File: config.mk
export PLATFORM = sky130hd
export DESIGN_NAME = tap_dbg_mux
export DESIGN_NICKNAME = d
export VERILOG_FILES = /design/src/rtl/scan_tap_pkg.sv /design/src/rtl/tap_fsm.sv /design/src/rtl/tap_ir.sv /design/src/rtl/tap_dr.sv /design/src/rtl/tap_dbg_mux.sv
export SDC_FILE = /design/constraint.sdc
export NUM_CORES = 1
export LEC_CHECK = 0
export BUFFER_PORTS_ARGS = -buffer_cell sky130_fd_sc_hd__buf_2
export CAP_MARGIN = 10
export CORE_MARGIN = 2
export CORE_UTILIZATION = 46
export DETAILED_ROUTE_END_ITERATION = 10
export GPL_TIMING_DRIVEN = 0
export MAX_ROUTING_LAYER = met4
export SLEW_MARGIN = 20
export SYNTH_ARGS = -nofsm -noshare
export SYNTH_HDL_FRONTEND = slang
export SYNTH_SLANG_ARGS = --single-unit
export TNS_END_PERCENT = 50
File: constraint.sdc
create_clock -name tck -period 2.6 [get_ports tck]
set_input_delay 0.26 -clock tck [delete_from_list [all_inputs] [get_ports tck]]
set_output_delay 0.26 -clock tck [all_outputs]
set_load 0.01 [all_outputs]
File: src/rtl/scan_tap_pkg.sv
package scan_tap_pkg;

    localparam int IR_W = 4;

    typedef enum logic [3:0] {
        TS_RESET, TS_IDLE,
        TS_SEL_DR, TS_CAP_DR, TS_SHF_DR, TS_EX1_DR, TS_PAU_DR, TS_EX2_DR, TS_UPD_DR,
        TS_SEL_IR, TS_CAP_IR, TS_SHF_IR, TS_EX1_IR, TS_PAU_IR, TS_EX2_IR, TS_UPD_IR
    } tap_state_e;

    localparam logic [IR_W-1:0] OP_EXTEST  = 4'b0000;
    localparam logic [IR_W-1:0] OP_SAMPLE  = 4'b0010;
    localparam logic [IR_W-1:0] OP_ABORT   = 4'b1000;
    localparam logic [IR_W-1:0] OP_DPACC   = 4'b1010;
    localparam logic [IR_W-1:0] OP_APACC   = 4'b1011;
    localparam logic [IR_W-1:0] OP_IDCODE  = 4'b1110;
    localparam logic [IR_W-1:0] OP_BYPASS  = 4'b1111;
    localparam logic [IR_W-1:0] IR_CAPTURE = 4'b0001;

    typedef enum logic [1:0] {
        PATH_BYP, PATH_ID, PATH_BSR, PATH_DBG
    } path_e;

    typedef struct packed {
        logic cap_dr;
        logic shf_dr;
        logic upd_dr;
        logic cap_ir;
        logic shf_ir;
        logic upd_ir;
        logic to_reset;
    } tap_ctl_t;

endpackage

File: src/rtl/tap_fsm.sv
module tap_fsm
    import scan_tap_pkg::*;
(
    input  logic     tck,
    input  logic     trst_n,
    input  logic     tms,
    output tap_ctl_t ctl_o
);

    tap_state_e st_q, st_nx;

    always_ff @(posedge tck or negedge trst_n) begin
        if (!trst_n) st_q <= TS_RESET;
        else         st_q <= st_nx;
    end

    always_comb begin
        st_nx = st_q;
        unique case (st_q)
            TS_RESET:  st_nx = tms ? TS_RESET  : TS_IDLE;
            TS_IDLE:   st_nx = tms ? TS_SEL_DR : TS_IDLE;
            TS_SEL_DR: st_nx = tms ? TS_SEL_IR : TS_CAP_DR;
            TS_CAP_DR: st_nx = tms ? TS_EX1_DR : TS_SHF_DR;
            TS_SHF_DR: st_nx = tms ? TS_EX1_DR : TS_SHF_DR;
            TS_EX1_DR: st_nx = tms ? TS_UPD_DR : TS_PAU_DR;
            TS_PAU_DR: st_nx = tms ? TS_EX2_DR : TS_PAU_DR;
            TS_EX2_DR: st_nx = tms ? TS_UPD_DR : TS_SHF_DR;
            TS_UPD_DR: st_nx = tms ? TS_SEL_DR : TS_IDLE;
            TS_SEL_IR: st_nx = tms ? TS_RESET  : TS_CAP_IR;
            TS_CAP_IR: st_nx = tms ? TS_EX1_IR : TS_SHF_IR;
            TS_SHF_IR: st_nx = tms ? TS_EX1_IR : TS_SHF_IR;
            TS_EX1_IR: st_nx = tms ? TS_UPD_IR : TS_PAU_IR;
            TS_PAU_IR: st_nx = tms ? TS_EX2_IR : TS_PAU_IR;
            TS_EX2_IR: st_nx = tms ? TS_UPD_IR : TS_SHF_IR;
            TS_UPD_IR: st_nx = tms ? TS_SEL_DR : TS_IDLE;
        endcase
    end

    always_comb begin
        ctl_o          = '0;
        ctl_o.cap_dr   = (st_q == TS_CAP_DR);
        ctl_o.shf_dr   = (st_q == TS_SHF_DR);
        ctl_o.upd_dr   = (st_q == TS_UPD_DR);
        ctl_o.cap_ir   = (st_q == TS_CAP_IR);
        ctl_o.shf_ir   = (st_q == TS_SHF_IR);
        ctl_o.upd_ir   = (st_q == TS_UPD_IR);
        ctl_o.to_reset = (st_nx == TS_RESET);
    end

    // Run of consecutive high mode-select samples, used by the check below.
    logic [2:0] hi_run_q;
    always_ff @(posedge tck or negedge trst_n) begin
        if (!trst_n)              hi_run_q <= '0;
        else if (!tms)            hi_run_q <= '0;
        else if (hi_run_q != 3'd7) hi_run_q <= hi_run_q + 3'd1;
    end


    five_high_reset_chk: assert property (@(posedge tck) disable iff (!trst_n)
        (tms && hi_run_q >= 3'd4) |=> (st_q == TS_RESET));

endmodule

File: src/rtl/tap_ir.sv
module tap_ir
    import scan_tap_pkg::*;
(
    input  logic     tck,
    input  logic     trst_n,
    input  logic     tdi,
    input  tap_ctl_t ctl,
    output logic     sr_lsb_o,
    output path_e    path_o,
    output logic     extest_o
);

    logic [IR_W-1:0] sr_q;
    logic [IR_W-1:0] ir_q;

    always_ff @(posedge tck or negedge trst_n) begin
        if (!trst_n) begin
            sr_q <= IR_CAPTURE;
            ir_q <= OP_IDCODE;
        end else begin
            if (ctl.cap_ir)      sr_q <= IR_CAPTURE;
            else if (ctl.shf_ir) sr_q <= {tdi, sr_q[IR_W-1:1]};
            if (ctl.to_reset)    ir_q <= OP_IDCODE;
            else if (ctl.upd_ir) ir_q <= sr_q;
        end
    end

    always_comb begin
        path_o   = PATH_BYP;
        extest_o = 1'b0;
        unique case (ir_q)
            OP_EXTEST: begin
                path_o   = PATH_BSR;
                extest_o = 1'b1;
            end
            OP_SAMPLE:                     path_o = PATH_BSR;
            OP_IDCODE:                     path_o = PATH_ID;
            OP_ABORT, OP_DPACC, OP_APACC:  path_o = PATH_DBG;
            default:                       path_o = PATH_BYP;
        endcase
    end

    assign sr_lsb_o = sr_q[0];


    ir_hold_chk: assert property (@(posedge tck) disable iff (!trst_n)
        (!ctl.upd_ir && !ctl.to_reset) |=> $stable(ir_q));

endmodule

File: src/rtl/tap_dr.sv
module tap_dr
    import scan_tap_pkg::*;
#(
    parameter int          BS_LEN = 6,
    parameter logic [31:0] ID_VAL = 32'h3A51_C0DE
) (
    input  logic              tck,
    input  logic              trst_n,
    input  logic              tdi,
    input  tap_ctl_t          ctl,
    input  path_e             path,
    input  logic              extest,
    input  logic [BS_LEN-1:0] bs_pin_in,
    output logic              dr_lsb_o,
    output logic [BS_LEN-1:0] bs_pin_out,
    output logic              bs_drive
);

    localparam int          ID_W   = 32;
    localparam logic [31:0] ID_EFF = {ID_VAL[31:1], 1'b1};

    logic              byp_q;
    logic [ID_W-1:0]   id_q;
    logic [BS_LEN-1:0] bs_q;
    logic [BS_LEN-1:0] bs_upd_q;
    logic [BS_LEN-1:0] bs_shift;

    generate
        if (BS_LEN > 1) begin : g_chain
            assign bs_shift = {tdi, bs_q[BS_LEN-1:1]};
        end else begin : g_single
            assign bs_shift = tdi;
        end
    endgenerate

    always_ff @(posedge tck or negedge trst_n) begin
        if (!trst_n) begin
            byp_q    <= 1'b0;
            id_q     <= ID_EFF;
            bs_q     <= '0;
            bs_upd_q <= '0;
        end else begin
            if (ctl.cap_dr) begin
                byp_q <= 1'b0;
                if (path == PATH_ID)  id_q <= ID_EFF;
                if (path == PATH_BSR) bs_q <= bs_pin_in;
            end else if (ctl.shf_dr) begin
                unique case (path)
                    PATH_BYP: byp_q <= tdi;
                    PATH_ID:  id_q  <= {tdi, id_q[ID_W-1:1]};
                    PATH_BSR: bs_q  <= bs_shift;
                    default:  ;
                endcase
            end
            if (ctl.upd_dr && path == PATH_BSR) bs_upd_q <= bs_q;
        end
    end

    always_comb begin
        unique case (path)
            PATH_ID:  dr_lsb_o = id_q[0];
            PATH_BSR: dr_lsb_o = bs_q[0];
            default:  dr_lsb_o = byp_q;
        endcase
    end

    assign bs_pin_out = bs_upd_q;
    assign bs_drive   = extest;


    byp_capture_zero_chk: assert property (@(posedge tck) disable iff (!trst_n)
        ctl.cap_dr |=> (byp_q == 1'b0));

endmodule

File: src/rtl/tap_dbg_mux.sv
module tap_dbg_mux
    import scan_tap_pkg::*;
#(
    parameter int          BS_LEN = 6,
    parameter logic [31:0] ID_VAL = 32'h3A51_C0DE
) (
    input  logic              tck,
    input  logic              trst_n,
    input  logic              tms,
    input  logic              tdi,
    input  logic              dbg_tdo,
    input  logic [BS_LEN-1:0] bs_pin_in,
    output logic              tdo,
    output logic              tdo_oe,
    output logic              dbg_sel,
    output logic [BS_LEN-1:0] bs_pin_out,
    output logic              bs_drive
);

    tap_ctl_t ctl;
    path_e    path;
    logic     extest;
    logic     ir_lsb;
    logic     dr_lsb;
    logic     tdo_q;
    logic     oe_q;

    tap_fsm u_fsm (
        .tck    (tck),
        .trst_n (trst_n),
        .tms    (tms),
        .ctl_o  (ctl)
    );

    tap_ir u_ir (
        .tck      (tck),
        .trst_n   (trst_n),
        .tdi      (tdi),
        .ctl      (ctl),
        .sr_lsb_o (ir_lsb),
        .path_o   (path),
        .extest_o (extest)
    );

    tap_dr #(
        .BS_LEN (BS_LEN),
        .ID_VAL (ID_VAL)
    ) u_dr (
        .tck        (tck),
        .trst_n     (trst_n),
        .tdi        (tdi),
        .ctl        (ctl),
        .path       (path),
        .extest     (extest),
        .bs_pin_in  (bs_pin_in),
        .dr_lsb_o   (dr_lsb),
        .bs_pin_out (bs_pin_out),
        .bs_drive   (bs_drive)
    );

    // Falling-edge output stage: the shared data-out pin and its enable.
    always_ff @(negedge tck or negedge trst_n) begin
        if (!trst_n) begin
            tdo_q <= 1'b0;
            oe_q  <= 1'b0;
        end else begin
            oe_q <= ctl.shf_ir | ctl.shf_dr;
            if (ctl.shf_ir)
                tdo_q <= ir_lsb;
            else if (ctl.shf_dr)
                tdo_q <= (path == PATH_DBG) ? dbg_tdo : dr_lsb;
        end
    end

    assign tdo     = tdo_q;
    assign tdo_oe  = oe_q;
    assign dbg_sel = (path == PATH_DBG);


    oe_only_shift_chk: assert property (@(posedge tck) disable iff (!trst_n)
        tdo_oe |-> (ctl.shf_ir || ctl.shf_dr));


    dbg_passthru_chk: assert property (@(negedge tck) disable iff (!trst_n)
        (ctl.shf_dr && path == PATH_DBG) |=> (tdo == $past(dbg_tdo)));

endmodule

==> results.py <==
metrics = {
    "grt": {
        "grt_use_total_pct": 18.1,
        "grt_max_degree": 60,
        "grt_pass1_vias": 1959,
        "grt-ovfl-total": 0,
        "grt_first_pass_wirelength_mm": 9.70,
        "grt_antenna_before_repair": 0,
    },
    "place": {
        "place_area_um2": 3080,
        "dp.cells": 355,
        "dpl.hpwl_mm": 3.65,
        "gp_congestion": 0.841,
        "portBuffers": 19,
    },
    "die": {
        "rows": 28,
        "coreArea_um2": 5990,
        "die-area_um2": 6890,
        "pin_count": 21,
        "die_w_um": 83.0,
        "die_h_um": 83.0,
        "initial_core_util_pct": 47.9,
    },
    "setup_path": {
        "cpMaxStageDelayCell": "dfstp_2",
        "crit_required_ns": 1.46,
        "reg2reg_depth": 7,
        "rr_endpoint": "tdo$_DFFE_NN0P_",
        "reg2reg_slack_ns": -0.44,
        "cp-end-kind": "flop",
        "setup.worst_path.end": "tdo$_DFFE_NN0P_",
        "worstSetupStartpointType": "flop",
        "r2r-start": "u_ir.ir_q[1]$_DFFE_PN1P_",
        "crit_chain": "a21boi_2 > o21a_1 > inv_2 > ha_4 > a221oi_2 > o31a_1 > a22oi_1",
        "max_stage_delay_ns": 0.54,
        "cp_max_fo": 3,
        "cp.arrival_ns": 1.89,
        "crit_cells": 7,
        "crit_buf_inv": 1,
        "path_class": "flop to flop",
        "critPathTopFamily": "compound AO/OA/AOI/OAI gates",
        "startpoint": "u_ir.ir_q[1]$_DFFE_PN1P_",
    },
    "route": {
        "postRouteAntennaNets": 0,
        "wl_met2_mm": 2.57,
        "top_layer": "met4",
        "drc": 0,
        "num_vias": 2017,
        "wire_per_inst_um": 15.2,
        "drt_iter0_markers": 90,
        "dr_wl_met3_um": 208,
        "firstDrtPassIters": 4,
        "drt-total-wl_mm": 5.72,
        "viasPerCell": 5.36,
        "met1Wirelength_mm": 2.85,
    },
    "yosys": {
        "ys_warn_count": 0,
        "synthArstFlopShare_pct": 100,
        "ys.flop_type": "dfrtp_1",
        "synth_top_area_cell": "dfrtp_1",
        "synth.area.top_cells": "dfrtp_1 32%, dfstp_2 18%, mux2_2 15%, mux2i_1 3.5%, o21ai_0 3.3%",
        "synth_area_um2": 2870,
        "synth-edff-count": 0,
        "avgSynthCellArea_um2": 11.0,
        "ys_ff_latch": 59,
        "synthCells": 261,
        "netlist.area_leader.share_pct": 32.3,
        "syn_nets": 276,
        "ys_types": 45,
        "ys_seq_area_share_pct": 52.3,
    },
    "finish": {
        "layout.cells.non_filler": 376,
        "drive_gt1_share_pct": 39.2,
        "fillCellCount": 534,
        "final_cell_mix": "37 x mux2_2, 37 x dfrtp_1, 23 x buf_2, 23 x nand2_1, 21 x inv_1",
        "final_area_um2": 3360,
        "antenna_cells": 0,
        "final_util_pct": 56.1,
        "area_growth_pct": 17.1,
        "final_nets": 311,
    },
    "sta": {
        "final.setup.tns_ns": -0.437,
        "hold_violations": 12,
        "slew_headroom_pct": 51.0,
        "worstMarginPinSlew_ns": 0.734,
        "rsz0062_at_grt": "true",
        "skew_ns": 0.0111,
        "hold_ws_ns": -0.0119,
        "setup_viol": 1,
        "report.final.slew_viol_count": 0,
        "fin_ws_ns": -0.437,
    },
    "clocking": {
        "cts.path.max_buffers": 2,
        "cts-root-buf": "clkbuf_8",
        "cts_sinks": 59,
        "holdBufCountCts": 0,
        "cts_inserted_buffers": 9,
        "clk_latency_ns": 0.34,
        "path_clk_slew_ns": 0.06,
        "cts_tree": "done",
        "htree_levels": 3,
    },
    "job": {
        "maxCapViolCount": 0,
    },
    "power": {
        "peakVddDrop_mv": 0.574,
        "p_leak_uw": 0.00159,
        "power.density_nw_per_um2": 1230,
    },
    "worst_hold_path": {
        "hp-class": "input port to async pin",
    },
    "outcome": {
        "status": "finished with violations",
        "failed_checks": "hold timing, setup timing",
    },
}
[cells by family (layout without fill, tap and decap cells)]
kind of cell / Yosys count / in the layout / share of synthesized area [%]
AND/OR/NAND/NOR: 73 / 73 / 13.1
multiplexers: 47 / 47 / 18.0
adder cells (fa/ha/maj): 4 / 4 / 1.74
flip-flops: 59 / 59 / 52.3
AO/OA/AOI/OAI: 38 / 38 / 8.68
buffers and inverters: 39 / 79 / 5.84
XOR/XNOR: 1 / 1 / 0.305
[state kept, by name (all words and copies together) (netlist names)]
signal / cells
u_dr.id_q: 32
u_dr.bs_pin_out: 6
u_dr.bs_q: 6
u_fsm.st_q: 4
u_ir.ir_q: 4
u_ir.sr_q: 4
tdo: 1
tdo_oe: 1
u_dr.byp_q: 1
[report_power, final]
group          internal [uW]  switching, uW  leakage [uW]  total, uW
clock                    563            365      0.000109        928
combinational            813            901      0.000749       1710
sequential              1310            184      0.000734       1500
[metal layers]
metal / GRT usage [%] / vias up
met1: 25.5 / 989
li1: - / 981
met2: 25.4 / 40
met5: - / -
met3: 3.28 / 7
met4: 8.64 / 0
[timing repair]
action | CTS | global route
gates resized for setup | 8 | 2
pin swaps | 3 | 2
endpoints found under the setup margin | 2 | 2
buffers inserted | 6 | 0
[per-stage QoR]
stage | setup slack, ns | power [uW]
6_report | -0.437 | 4140
3_5_place_dp | -0.571 | 3120
3_3_place_gp | -0.552 | 3090
2_1_floorplan | -0.431 | 2740
5_1_grt | -0.526 | 4440
4_1_cts | -0.433 | 4160
[final cells by class]
class / instances / area (um2) / area share [%]
Clock buffer: 11 / 141 / 4.21
Tap cell: 75 / 93.8 / 2.79
Inverter: 22 / 82.6 / 2.46
Clock inverter: 5 / 77.6 / 2.31
Buffer: 16 / 85.1 / 2.53
Multi-Input combinational cell: 163 / 1240 / 36.8
Timing Repair Buffer: 25 / 143 / 4.24
Sequential cell: 59 / 1500 / 44.7
[Yosys cell counts (all sizes together), types with 2 or more instances]
master,n
dfrtp,37
mux2i,10
nor3b,2
a221oi,2
nor2b,3
buf,8
a211oi,2
nor2,19
nand4,11
dfrtn,2
clkbuf,9
inv,22
o21ai,19
dfstp,20
ha,4
a21oi,4
nand3,3
nand2,23
mux2,37
a21boi,3
[worst min-delay path by stage]
stage	startpoint	to	depth (start not counted)
final	trst_n	u_dr.bs_pin_out[2]$_DFFE_PN0P_	1
after floorplan	trst_n	u_dr.bs_pin_out[0]$_DFFE_PN0P_	0
after CTS	trst_n	u_dr.id_q[13]$_DFFE_PN0P_	1
after global placement	u_dr.id_q[3]$_DFFE_PN1P_	u_dr.id_q[3]$_DFFE_PN1P_	2
after global routing	trst_n	u_dr.bs_q[1]$_DFFE_PN0P_	1
after detailed placement	trst_n	u_dr.bs_pin_out[2]$_DFFE_PN0P_	1
No activity file was read; power rests on OpenSTA's default activity.
